[config.mk]
export PLATFORM = sky130hd
export DESIGN_NAME = bwe_engine
export DESIGN_NICKNAME = d
export VERILOG_FILES = /design/src/rtl/bwe_pkg.sv /design/src/rtl/bwe_ring.sv /design/src/rtl/bwe_rx_pack.sv /design/src/rtl/bwe_tx_unpack.sv /design/src/rtl/bwe_status.sv /design/src/rtl/bwe_engine.sv
export SDC_FILE = /design/constraint.sdc
export NUM_CORES = 1
export LEC_CHECK = 0
export CORE_ASPECT_RATIO = 0.9
export CORE_MARGIN = 3
export CORE_UTILIZATION = 30
export CTS_BUF_LIST = sky130_fd_sc_hd__clkbuf_8
export CTS_CLUSTER_SIZE = 25
export DETAILED_ROUTE_END_ITERATION = 8
export GPL_ROUTABILITY_DRIVEN = 0
export PLACE_DENSITY = 0.54
export SLEW_MARGIN = 20
export SYNTH_ARGS = -nofsm -noshare
export SYNTH_HDL_FRONTEND = slang
export SYNTH_HIERARCHICAL = 1
export SYNTH_SLANG_ARGS = --single-unit
[constraint.sdc]
create_clock -name clk -period 12.9 [get_ports clk]
set_input_delay 2.58 -clock clk [delete_from_list [all_inputs] [get_ports clk]]
set_output_delay 2.58 -clock clk [all_outputs]
set_load 0.1 [all_outputs]
[src/rtl/bwe_pkg.sv]
package bwe_pkg;
  localparam int STAT_W = 22;
  // completion flags
  localparam int B_DATA_END  = 8;
  localparam int B_BLOCK_END = 10;
  // level flag groups: transmit at even positions, receive one above
  localparam int B_ACT   = 12;
  localparam int B_HALF  = 14;
  localparam int B_FULL  = 16;
  localparam int B_EMPTY = 18;
  localparam int B_AVAIL = 20;

  typedef struct packed {
    logic active;
    logic half;
    logic full;
    logic empty;
    logic avail;
  } lvl_flags_t;
endpackage

[src/rtl/bwe_ring.sv]
module bwe_ring #(
  parameter int W     = 32,
  parameter int DEPTH = 16,
  localparam int AW   = $clog2(DEPTH)
) (
  input  logic          clk,
  input  logic          rst,
  input  logic          push,
  input  logic [W-1:0]  wdata,
  input  logic          pop,
  output logic [W-1:0]  rdata,
  output logic [AW:0]   level,
  output logic          full,
  output logic          empty
);
  logic [W-1:0]  mem [DEPTH];
  logic [AW-1:0] wp_q, rp_q;
  logic [AW:0]   cnt_q;
  logic          do_push, do_pop;

  assign full    = (cnt_q == (AW+1)'(DEPTH));
  assign empty   = (cnt_q == '0);
  assign do_push = push & ~full;
  assign do_pop  = pop & ~empty;
  assign level   = cnt_q;

  always_ff @(posedge clk) begin
    if (do_push) mem[wp_q] <= wdata;
  end

  always_ff @(posedge clk) begin
    if (rst) rdata <= '0;
    else if (do_pop) rdata <= mem[rp_q];
  end

  always_ff @(posedge clk) begin
    if (rst) begin
      wp_q  <= '0;
      rp_q  <= '0;
      cnt_q <= '0;
    end else begin
      if (do_push) wp_q <= (wp_q == AW'(DEPTH-1)) ? '0 : wp_q + AW'(1);
      if (do_pop)  rp_q <= (rp_q == AW'(DEPTH-1)) ? '0 : rp_q + AW'(1);
      case ({do_push, do_pop})
        2'b10:   cnt_q <= cnt_q + (AW+1)'(1);
        2'b01:   cnt_q <= cnt_q - (AW+1)'(1);
        default: cnt_q <= cnt_q;
      endcase
    end
  end
endmodule

[src/rtl/bwe_rx_pack.sv]
module bwe_rx_pack #(
  parameter int W    = 32,
  localparam int BPW = W / 8,
  localparam int IW  = $clog2(BPW)
) (
  input  logic         clk,
  input  logic         rst,
  input  logic         clear,
  input  logic         take,
  input  logic [7:0]   byte_i,
  input  logic         last,
  output logic         push,
  output logic [W-1:0] word
);
  logic [W-1:0]  acc_q;
  logic [IW-1:0] idx_q;

  assign word = acc_q | (W'(byte_i) << (8 * idx_q));
  assign push = take & ((idx_q == IW'(BPW-1)) | last);

  always_ff @(posedge clk) begin
    if (rst || clear) begin
      acc_q <= '0;
      idx_q <= '0;
    end else if (take) begin
      if (push) begin
        acc_q <= '0;
        idx_q <= '0;
      end else begin
        acc_q <= word;
        idx_q <= idx_q + IW'(1);
      end
    end
  end
endmodule

[src/rtl/bwe_tx_unpack.sv]
module bwe_tx_unpack #(
  parameter int W    = 32,
  localparam int BPW = W / 8,
  localparam int IW  = $clog2(BPW)
) (
  input  logic         clk,
  input  logic         rst,
  input  logic         clear,
  input  logic         can_fetch,
  input  logic [W-1:0] fetch_data,
  input  logic         send,
  input  logic         last,
  output logic         pop_req,
  output logic         have,
  output logic         busy,
  output logic [7:0]   byte_o
);
  logic [W-1:0] sh_q;
  logic [IW:0]  left_q;
  logic         pend_q;

  assign have    = (left_q != '0) & ~pend_q;
  assign busy    = pend_q;
  assign pop_req = can_fetch & (left_q == '0) & ~pend_q;
  assign byte_o  = sh_q[7:0];

  always_ff @(posedge clk) begin
    if (rst || clear) begin
      sh_q   <= '0;
      left_q <= '0;
      pend_q <= 1'b0;
    end else if (pend_q) begin
      sh_q   <= fetch_data;
      left_q <= (IW+1)'(BPW);
      pend_q <= 1'b0;
    end else if (send) begin
      if (last) begin
        left_q <= '0;
      end else begin
        sh_q   <= sh_q >> 8;
        left_q <= left_q - (IW+1)'(1);
      end
    end else if (pop_req) begin
      pend_q <= 1'b1;
    end
  end
endmodule

[src/rtl/bwe_status.sv]
module bwe_status
  import bwe_pkg::*;
#(
  parameter int DEPTH = 16,
  localparam int AW   = $clog2(DEPTH)
) (
  input  logic              en,
  input  logic              dir_rx,
  input  logic              done,
  input  logic [AW:0]       level,
  output logic [STAT_W-1:0] stat
);
  lvl_flags_t f;

  always_comb begin
    f.active = 1'b1;
    f.empty  = (level == '0);
    f.avail  = (level != '0);
    f.full   = (level == (AW+1)'(DEPTH));
    f.half   = dir_rx ? (level >= (AW+1)'(DEPTH/2)) : (level <= (AW+1)'(DEPTH/2));
  end

  always_comb begin
    stat = '0;
    stat[B_DATA_END]  = done;
    stat[B_BLOCK_END] = done;
    if (en) begin
      stat[B_ACT   + int'(dir_rx)] = f.active;
      stat[B_HALF  + int'(dir_rx)] = f.half;
      stat[B_FULL  + int'(dir_rx)] = f.full;
      stat[B_EMPTY + int'(dir_rx)] = f.empty;
      stat[B_AVAIL + int'(dir_rx)] = f.avail;
    end
  end
endmodule

[src/rtl/bwe_engine.sv]
module bwe_engine
  import bwe_pkg::*;
#(
  parameter int W     = 32,
  parameter int DEPTH = 16,
  parameter int LEN_W = 16,
  localparam int AW   = $clog2(DEPTH)
) (
  input  logic              clk,
  input  logic              rst,
  input  logic              ctrl_wr,
  input  logic              ctrl_enable,
  input  logic              ctrl_dir_rx,
  input  logic [LEN_W-1:0]  xfer_len,
  input  logic              host_wr,
  input  logic [W-1:0]      host_wdata,
  input  logic              host_rd,
  output logic              host_rvalid,
  output logic [W-1:0]      host_rdata,
  input  logic              card_rx_valid,
  input  logic [7:0]        card_rx_byte,
  output logic              card_rx_ready,
  output logic              card_tx_valid,
  output logic [7:0]        card_tx_byte,
  input  logic              card_tx_ready,
  output logic              data_en,
  output logic [LEN_W-1:0]  byte_count,
  output logic [STAT_W-1:0] status
);
  logic             en_q, dir_q, done_q, hpop_q, hok_q;
  logic [LEN_W-1:0] count_q;
  logic             load, cnt_nz, last_byte, rx_mode, tx_mode;
  logic             rx_take, rx_push, tx_send, tx_pop, tx_have, tx_busy;
  logic             host_push_ok, host_pop_ok, byte_move;
  logic             ring_full, ring_empty;
  logic [AW:0]      ring_level;
  logic [W-1:0]     ring_rdata, rx_word;

  assign load      = ctrl_wr & ctrl_enable;
  assign cnt_nz    = (count_q != '0);
  assign last_byte = (count_q == LEN_W'(1));
  assign rx_mode   = en_q & dir_q;
  assign tx_mode   = en_q & ~dir_q;

  assign card_rx_ready = rx_mode & cnt_nz & ~ring_full;
  assign rx_take       = card_rx_ready & card_rx_valid;
  assign card_tx_valid = tx_mode & cnt_nz & tx_have;
  assign tx_send       = card_tx_valid & card_tx_ready;
  assign byte_move     = rx_take | tx_send;

  assign host_push_ok = host_wr & tx_mode & cnt_nz & ~ring_full;
  assign host_pop_ok  = host_rd & dir_q & ~ring_empty;

  bwe_ring #(.W(W), .DEPTH(DEPTH)) u_ring (
    .clk   (clk),
    .rst   (rst),
    .push  (rx_push | host_push_ok),
    .wdata (dir_q ? rx_word : host_wdata),
    .pop   (host_pop_ok | tx_pop),
    .rdata (ring_rdata),
    .level (ring_level),
    .full  (ring_full),
    .empty (ring_empty)
  );

  bwe_rx_pack #(.W(W)) u_rx (
    .clk    (clk),
    .rst    (rst),
    .clear  (ctrl_wr),
    .take   (rx_take),
    .byte_i (card_rx_byte),
    .last   (last_byte),
    .push   (rx_push),
    .word   (rx_word)
  );

  bwe_tx_unpack #(.W(W)) u_tx (
    .clk        (clk),
    .rst        (rst),
    .clear      (ctrl_wr),
    .can_fetch  (tx_mode & cnt_nz & ~ring_empty),
    .fetch_data (ring_rdata),
    .send       (tx_send),
    .last       (last_byte),
    .pop_req    (tx_pop),
    .have       (tx_have),
    .busy       (tx_busy),
    .byte_o     (card_tx_byte)
  );

  bwe_status #(.DEPTH(DEPTH)) u_stat (
    .en     (en_q),
    .dir_rx (dir_q),
    .done   (done_q),
    .level  (ring_level),
    .stat   (status)
  );

  always_ff @(posedge clk) begin
    if (rst) begin
      en_q    <= 1'b0;
      dir_q   <= 1'b0;
      done_q  <= 1'b0;
      count_q <= '0;
      hpop_q  <= 1'b0;
      hok_q   <= 1'b0;
    end else begin
      hpop_q <= host_rd;
      hok_q  <= host_pop_ok;
      if (load) begin
        count_q <= xfer_len;
        en_q    <= 1'b1;
        dir_q   <= ctrl_dir_rx;
        done_q  <= (xfer_len == '0);
      end else if (ctrl_wr) begin
        en_q  <= 1'b0;
        dir_q <= ctrl_dir_rx;
      end else begin
        if (byte_move) begin
          count_q <= count_q - LEN_W'(1);
          if (last_byte) done_q <= 1'b1;
        end
        if (en_q && !cnt_nz && ring_empty && !tx_busy) en_q <= 1'b0;
      end
    end
  end

  assign host_rvalid = hpop_q;
  assign host_rdata  = hok_q ? ring_rdata : '0;
  assign data_en     = en_q;
  assign byte_count  = count_q;
endmodule

# After elaboration in Yosys (flattened, before gate mapping)
# Memory sizes are Yosys's and may differ from the RTL's. A register that Yosys moved wholly into a read port is not among the register bits.
# Index checks and enable logic that the tools add are counted.
dict set report op_classes {
  bitwise_logic 31
  n_mul 0
  n_lt_le_gt_ge 12
  n_div 0
  eq_ne 9
  shifts 1
  n_addsub 12
  reduce_logical 28
  n_mux 44
}
# cell count
set ops {}
lappend ops {{32-bit two-way mux} 6}
lappend ops {{32-bit by 1-bit >= comparator with 1-bit output, second input constant} 5}
lappend ops {{32-bit by 7-bit < comparator with 1-bit output, second input constant} 5}
lappend ops {{22-bit bitwise mux} 4}
lappend ops {{16-bit two-way mux} 3}
lappend ops {{32-bit OR} 1}
lappend ops {{8-bit by 5-bit left shift with 32-bit output} 1}
lappend ops {{1-bit demux with 5-bit select} 5}
lappend ops {{22-bit two-way mux} 1}
lappend ops {{11-bit by 22-bit OR with 22-bit output} 1}
lappend ops {{1-bit AND} 21}
lappend ops {{5-bit by 1-bit adder with 6-bit output, first input constant} 3}
lappend ops {{1-bit two-way mux} 18}
lappend ops {{16-bit by 1-bit == test with 1-bit output, second input constant} 1}
lappend ops {{16-bit logical NOT} 1}
lappend ops {{16-bit nonzero test} 1}
lappend ops {{16-bit by 1-bit subtractor with 16-bit output, second input constant} 1}
lappend ops {{4-bit by 1-bit adder with 5-bit output, first input constant} 2}
lappend ops {{5-bit one-hot mux with 2 select lines} 1}
lappend ops {{2-bit nonzero test} 5}
lappend ops {{3-bit two-way mux} 3}
lappend ops {{4-bit by 1-bit adder with 4-bit output, second input constant} 2}
lappend ops {{4-bit == test, second input constant} 2}
lappend ops {{1-bit logical AND} 8}
lappend ops {{24 further kinds} 36}
dict set report word_totals {
  romBits 0
  latch_bits 0
  output_inout_bits 82
  mem_bits_rw 512
  in_bits 65
  memories 1
  ff_bits 104
}
# memory words width rd rd_clocked_by_memory_dff wr line
set mem_list {}
lappend mem_list {u_ring.mem 16 32 1 1 1 bwe_ring.sv:16} ;# logic [W-1:0] mem [DEPTH];

# Logic depth before layout (Yosys ltp)
dict set report logic_depth {
  depth_word 11
  mapped_depth 19
}

# Hierarchy
# Netlist, hierarchy kept.
# mod area_per_inst_um2 cells_per_inst n_inst
set by_module_without_submodules {}
lappend by_module_without_submodules {bwe_ring 21597.0 1173 1}
lappend by_module_without_submodules {bwe_engine 1910.6 230 1}
lappend by_module_without_submodules {bwe_rx_pack 1750.4 195 1}
lappend by_module_without_submodules {bwe_tx_unpack 1694.1 175 1}
lappend by_module_without_submodules {bwe_status 195.2 30 1}

# Worst setup path before layout
# Ideal clock, no wire load.
dict set report synth_path {
  kind {register to register}
  from {reg count_q[0], in the netlist byte_count[0]}
  to {mem u_ring.mem[0][0], enable pin}
  t_arrival_ns 8.058
  setup_time_ns 0.461
  t_required_ns 12.439
  path_slack_ns 4.381
  stages_incl_launch_ff 15
  period_less_slack_ns 8.519
  cell_sequence {dfxtp_1 -> inv_1 -> ha_1 -> nor4b_1 -> nand4_1 -> nand2_1 -> nor3b_1 -> and2_1 -> buf_6 -> o21a_1 -> buf_2 -> a31o_2 -> a21boi_2 -> nand2_1 -> nor3_1}
}
dict set report synth_between {
  elab_chain_cells 9
  elab_cells_between_ends 13
}
# element line
set synth_lines {}
lappend synth_lines {{from (decl)} bwe_engine.sv:31} ;# logic [LEN_W-1:0] count_q;
lappend synth_lines {{from (signal assigned)} bwe_engine.sv:111} ;# count_q <= xfer_len;
lappend synth_lines {{from (signal assigned)} bwe_engine.sv:120} ;# count_q <= count_q - LEN_W'(1);
lappend synth_lines {{16-bit nonzero test} bwe_engine.sv:40} ;# assign cnt_nz = (count_q != '0);
lappend synth_lines {{1-bit AND (2 in a row)} bwe_engine.sv:45} ;# assign card_rx_ready = rx_mode & cnt_nz & ~ring_full;
lappend synth_lines {{named net card_rx_ready} bwe_engine.sv:22} ;# output logic card_rx_ready,
lappend synth_lines {{1-bit AND} bwe_engine.sv:46} ;# assign rx_take = card_rx_ready & card_rx_valid;
lappend synth_lines {{named net rx_take} bwe_engine.sv:33} ;# logic rx_take, rx_push, tx_send, tx_pop, tx_have, tx_busy;
lappend synth_lines {{1-bit AND} bwe_rx_pack.sv:19} ;# assign push = take & ((idx_q == IW'(BPW-1)) | last);
lappend synth_lines {{named net rx_push} bwe_engine.sv:33}
lappend synth_lines {{1-bit OR} bwe_engine.sv:57} ;# .push (rx_push | host_push_ok),
lappend synth_lines {{1-bit AND} bwe_ring.sv:23} ;# assign do_push = push & ~full;
lappend synth_lines {{1-bit two-way mux} bwe_ring.sv:28} ;# if (do_push) mem[wp_q] <= wdata;
lappend synth_lines {{1-bit two-way mux (implied by the code)} bwe_ring.sv:28}
lappend synth_lines {{to (decl)} bwe_ring.sv:16}
# The timed path passes the listed nets, and every way through them passes these cells.

# Worst setup path after layout
dict set report layout_path {
  from {reg count_q[0], in the netlist byte_count[0]}
  to {out card_tx_valid}
}
dict set report layout_between {
  elab_chain_cells 3
}
# element line
set layout_lines {}
lappend layout_lines {{16-bit nonzero test} bwe_engine.sv:40}
lappend layout_lines {{1-bit AND (2 in a row)} bwe_engine.sv:47} ;# assign card_tx_valid = tx_mode & cnt_nz & tx_have;
lappend layout_lines {{to (decl)} bwe_engine.sv:23} ;# output logic card_tx_valid,
# Every way passes these cells.

==> metrics.txt <==
most frequent cells in the layout edfxtp_1, mux2i_1, clkdlybuf4s50_1; Cell Area, Synth 27100 sq um; post_cts resized 0; CTS tree done; Vias 15991; I/O Pins 147; H-tree levels 3; CTS Buf Count 107; CP max FO 7; reg2reg setup slack 7.67 ns; initial antenna violation count 6; hold path endpoint u_rx/acc_q[20]; area leader, netlist edfxtp_1; share of layout cells above drive strength 1 16.0%; GRT overflow 0; hold_buf cts 0; row cnt 104; root buffer cell clkbuf_8; CTS Sinks 648; Main synth FF type edfxtp_1; Post-Synthesis Cells 1803; leakage 0.00997 uW; Final Max Slew Viols 0; status complete, no violations; die width 323 um; worst skew pair latency 0.70 ns; Post-CTS Setup Bufs 0; Final Non-Filler Cells 3206; Reg clk slew, reported paths 0.07 ns; slew margin rel. 28.7%; vias in the first global route 15968; WL final 72.4 mm; synth top area cells edfxtp_1, dfxtp_1, mux2i_1; worst reg2reg startpoint byte_count[0]; crit end category primary output; sequential share of the synthesized area 66.7%; worst hold path cell count 2; Iteration-0 DRC Markers 1207; Yosys warning total 6; first-pass iteration count of the detailed router 5; top cell type's share of synthesized area 56.6%; routed len/inst 22.6 um; Layout area overhead 16.5%; Worst EP required 10.32 ns; final-report hold violation count 0; die area 94100 sq um; GRT Overall Usage 15.1%; post-DP HPWL 45.4 mm; Initial Utilization 30.3%; Die H 291 um; port buffer count 136; clock skew 0.0266 ns; Crit Reg-Reg Endpoint u_ring/level[4]; final hold slack 0.461 ns; total power after layout 4170 uW; count of final setup violators 0; Slew @ Worst Pin 1.07 ns; worst hold path class flop to flop; first-pass GRT wire length 106 mm; Syn Area/Cell 15.1 sq um; crit start category flop; Final ANT Viol Nets 0; core area 89500 sq um; Period Utilization, post-route 47.9%; maximum number of pins on one net before global-route repair 70; hold path startpoint u_rx/acc_q[20]; number of library cell types mapped by synthesis 81; Fmax 162 MHz; Clock Path Buffers 3; unrepaired setup endpoints after global routing no; Max-cap violations 0; Vias/cell 4.99; Async SR Flop Fraction 0%; Cell Pwr Density 132 nW/um^2; Seq cells post-synth 648; reg2reg path depth 18; Post-synth EDFFs 512; Final min period 6.18 ns; drc violations 0; Worst EP arrival 3.60 ns; final core occ 35.3%; Setup TNS 0 ns; fin nets 2028; Max VDD drop 0.0000790 V; Cells after DPL 3001; commonest non-fill, non-tap cell in the layout edfxtp_1; Crit Path Class flop to primary output
[routing by layer]
layer	global-route usage, %	share of wire (%)
met1	20.2	44
met2	24.6	48
met3	3.20	5.4
met4	4.96	2.5
met5	0	0.018
[critical path: stages, from the launching register on]
cell             delay (ns)
dfxtp_1                0.42
inv_1                  0.09
ha_1                   0.23
nor4b_1                0.16
nand4_1                0.27
nand2_1                0.17
nor2_1                 0.23
and2_1                 0.19
clkdlybuf4s50_1        1.13
[cell usage after synthesis, types with 6 or more instances]
| cell type | instances |
|---|---|
| edfxtp_1 | 512 |
| mux2i_1 | 225 |
| dfxtp_1 | 136 |
| nor2_1 | 108 |
| a21oi_1 | 54 |
| clkbuf_1 | 53 |
| inv_1 | 40 |
| buf_2 | 38 |
| and2_1 | 37 |
| a21o_1 | 36 |
| o22ai_1 | 34 |
| a311oi_1 | 33 |
| mux2_2 | 33 |
| a221oi_1 | 32 |
| mux4_2 | 32 |
| nand2_1 | 30 |
| o22ai_2 | 30 |
| a211oi_1 | 28 |
| o21ai_1 | 27 |
| buf_4 | 26 |
| o21bai_1 | 24 |
| nor3_1 | 21 |
| buf_6 | 20 |
| nand4b_1 | 16 |
| ha_1 | 15 |
| o21ai_0 | 15 |
| a41oi_1 | 12 |
| nand3_1 | 11 |
| nand4bb_1 | 8 |
| a31oi_1 | 7 |
| nand2b_1 | 7 |
| nor2b_1 | 7 |
| nor3_2 | 6 |
| nor4_1 | 6 |
| o21a_1 | 6 |
[registers in the layout, summed over array words and instances (netlist names), 4 cells and up]
signal,flops
u_tx/sh_q,32
u_ring/wp_q,4
u_ring/rdata,32
u_ring/level,5
u_ring/mem,512
u_rx/acc_q,32
byte_count,16
u_ring/rp_q,4
[power by group]
| group | internal [uW] | total [uW] | switching [uW] |
|---|---|---|---|
| Combinational | 51.8 | 188 | 136 |
| Clock | 877 | 1700 | 824 |
| Sequential | 2270 | 2280 | 8.62 |
[kinds of logic after synthesis]
kind of cell | after synthesis | synth area share (%)
adder cells (fa/ha/maj) | 16 | 0.765
multiplexers | 291 | 12.4
flip-flops | 648 | 66.7
AO/OA/AOI/OAI | 359 | 9.86
buffers and inverters | 188 | 3.97
AND/OR/NAND/NOR | 291 | 6.07
XOR/XNOR | 9 | 0.290
other | 1 | 0.0138
[worst max-delay path by stage]
stage	start	endpoint	slack, ns
6_report	byte_count[0]	card_tx_valid	6.72
5_1_grt	byte_count[0]	card_tx_valid	6.51
4_1_cts	byte_count[0]	card_tx_valid	6.61
3_5_place_dp	card_rx_valid	u_ring/level[4]	6.37
3_3_place_gp	card_rx_valid	u_ring/level[4]	5.87
2_1_floorplan	byte_count[0]	u_ring/mem[0][0]	4.38
[final cells by class]
class | count | area [sq um]
Antenna cell | 1 | 2.50
Fill cell | 8562 | 57900
Sequential cell | 648 | 18100
Clock inverter | 81 | 399
Tap cell | 1166 | 1460
Multi-Input combinational cell | 976 | 8140
Inverter | 41 | 154
Clock buffer | 120 | 1650
Timing Repair Buffer | 173 | 1710
[stage by stage]
stage	setup WS [ns]	area (sq um)
2_1_floorplan	4.38	27200
3_3_place_gp	5.87	29500
3_5_place_dp	6.37	29500
4_1_cts	6.61	31500
5_1_grt	6.51	31600
6_report	6.72	31600
Note: power is estimated with default switching activity, not from simulation.
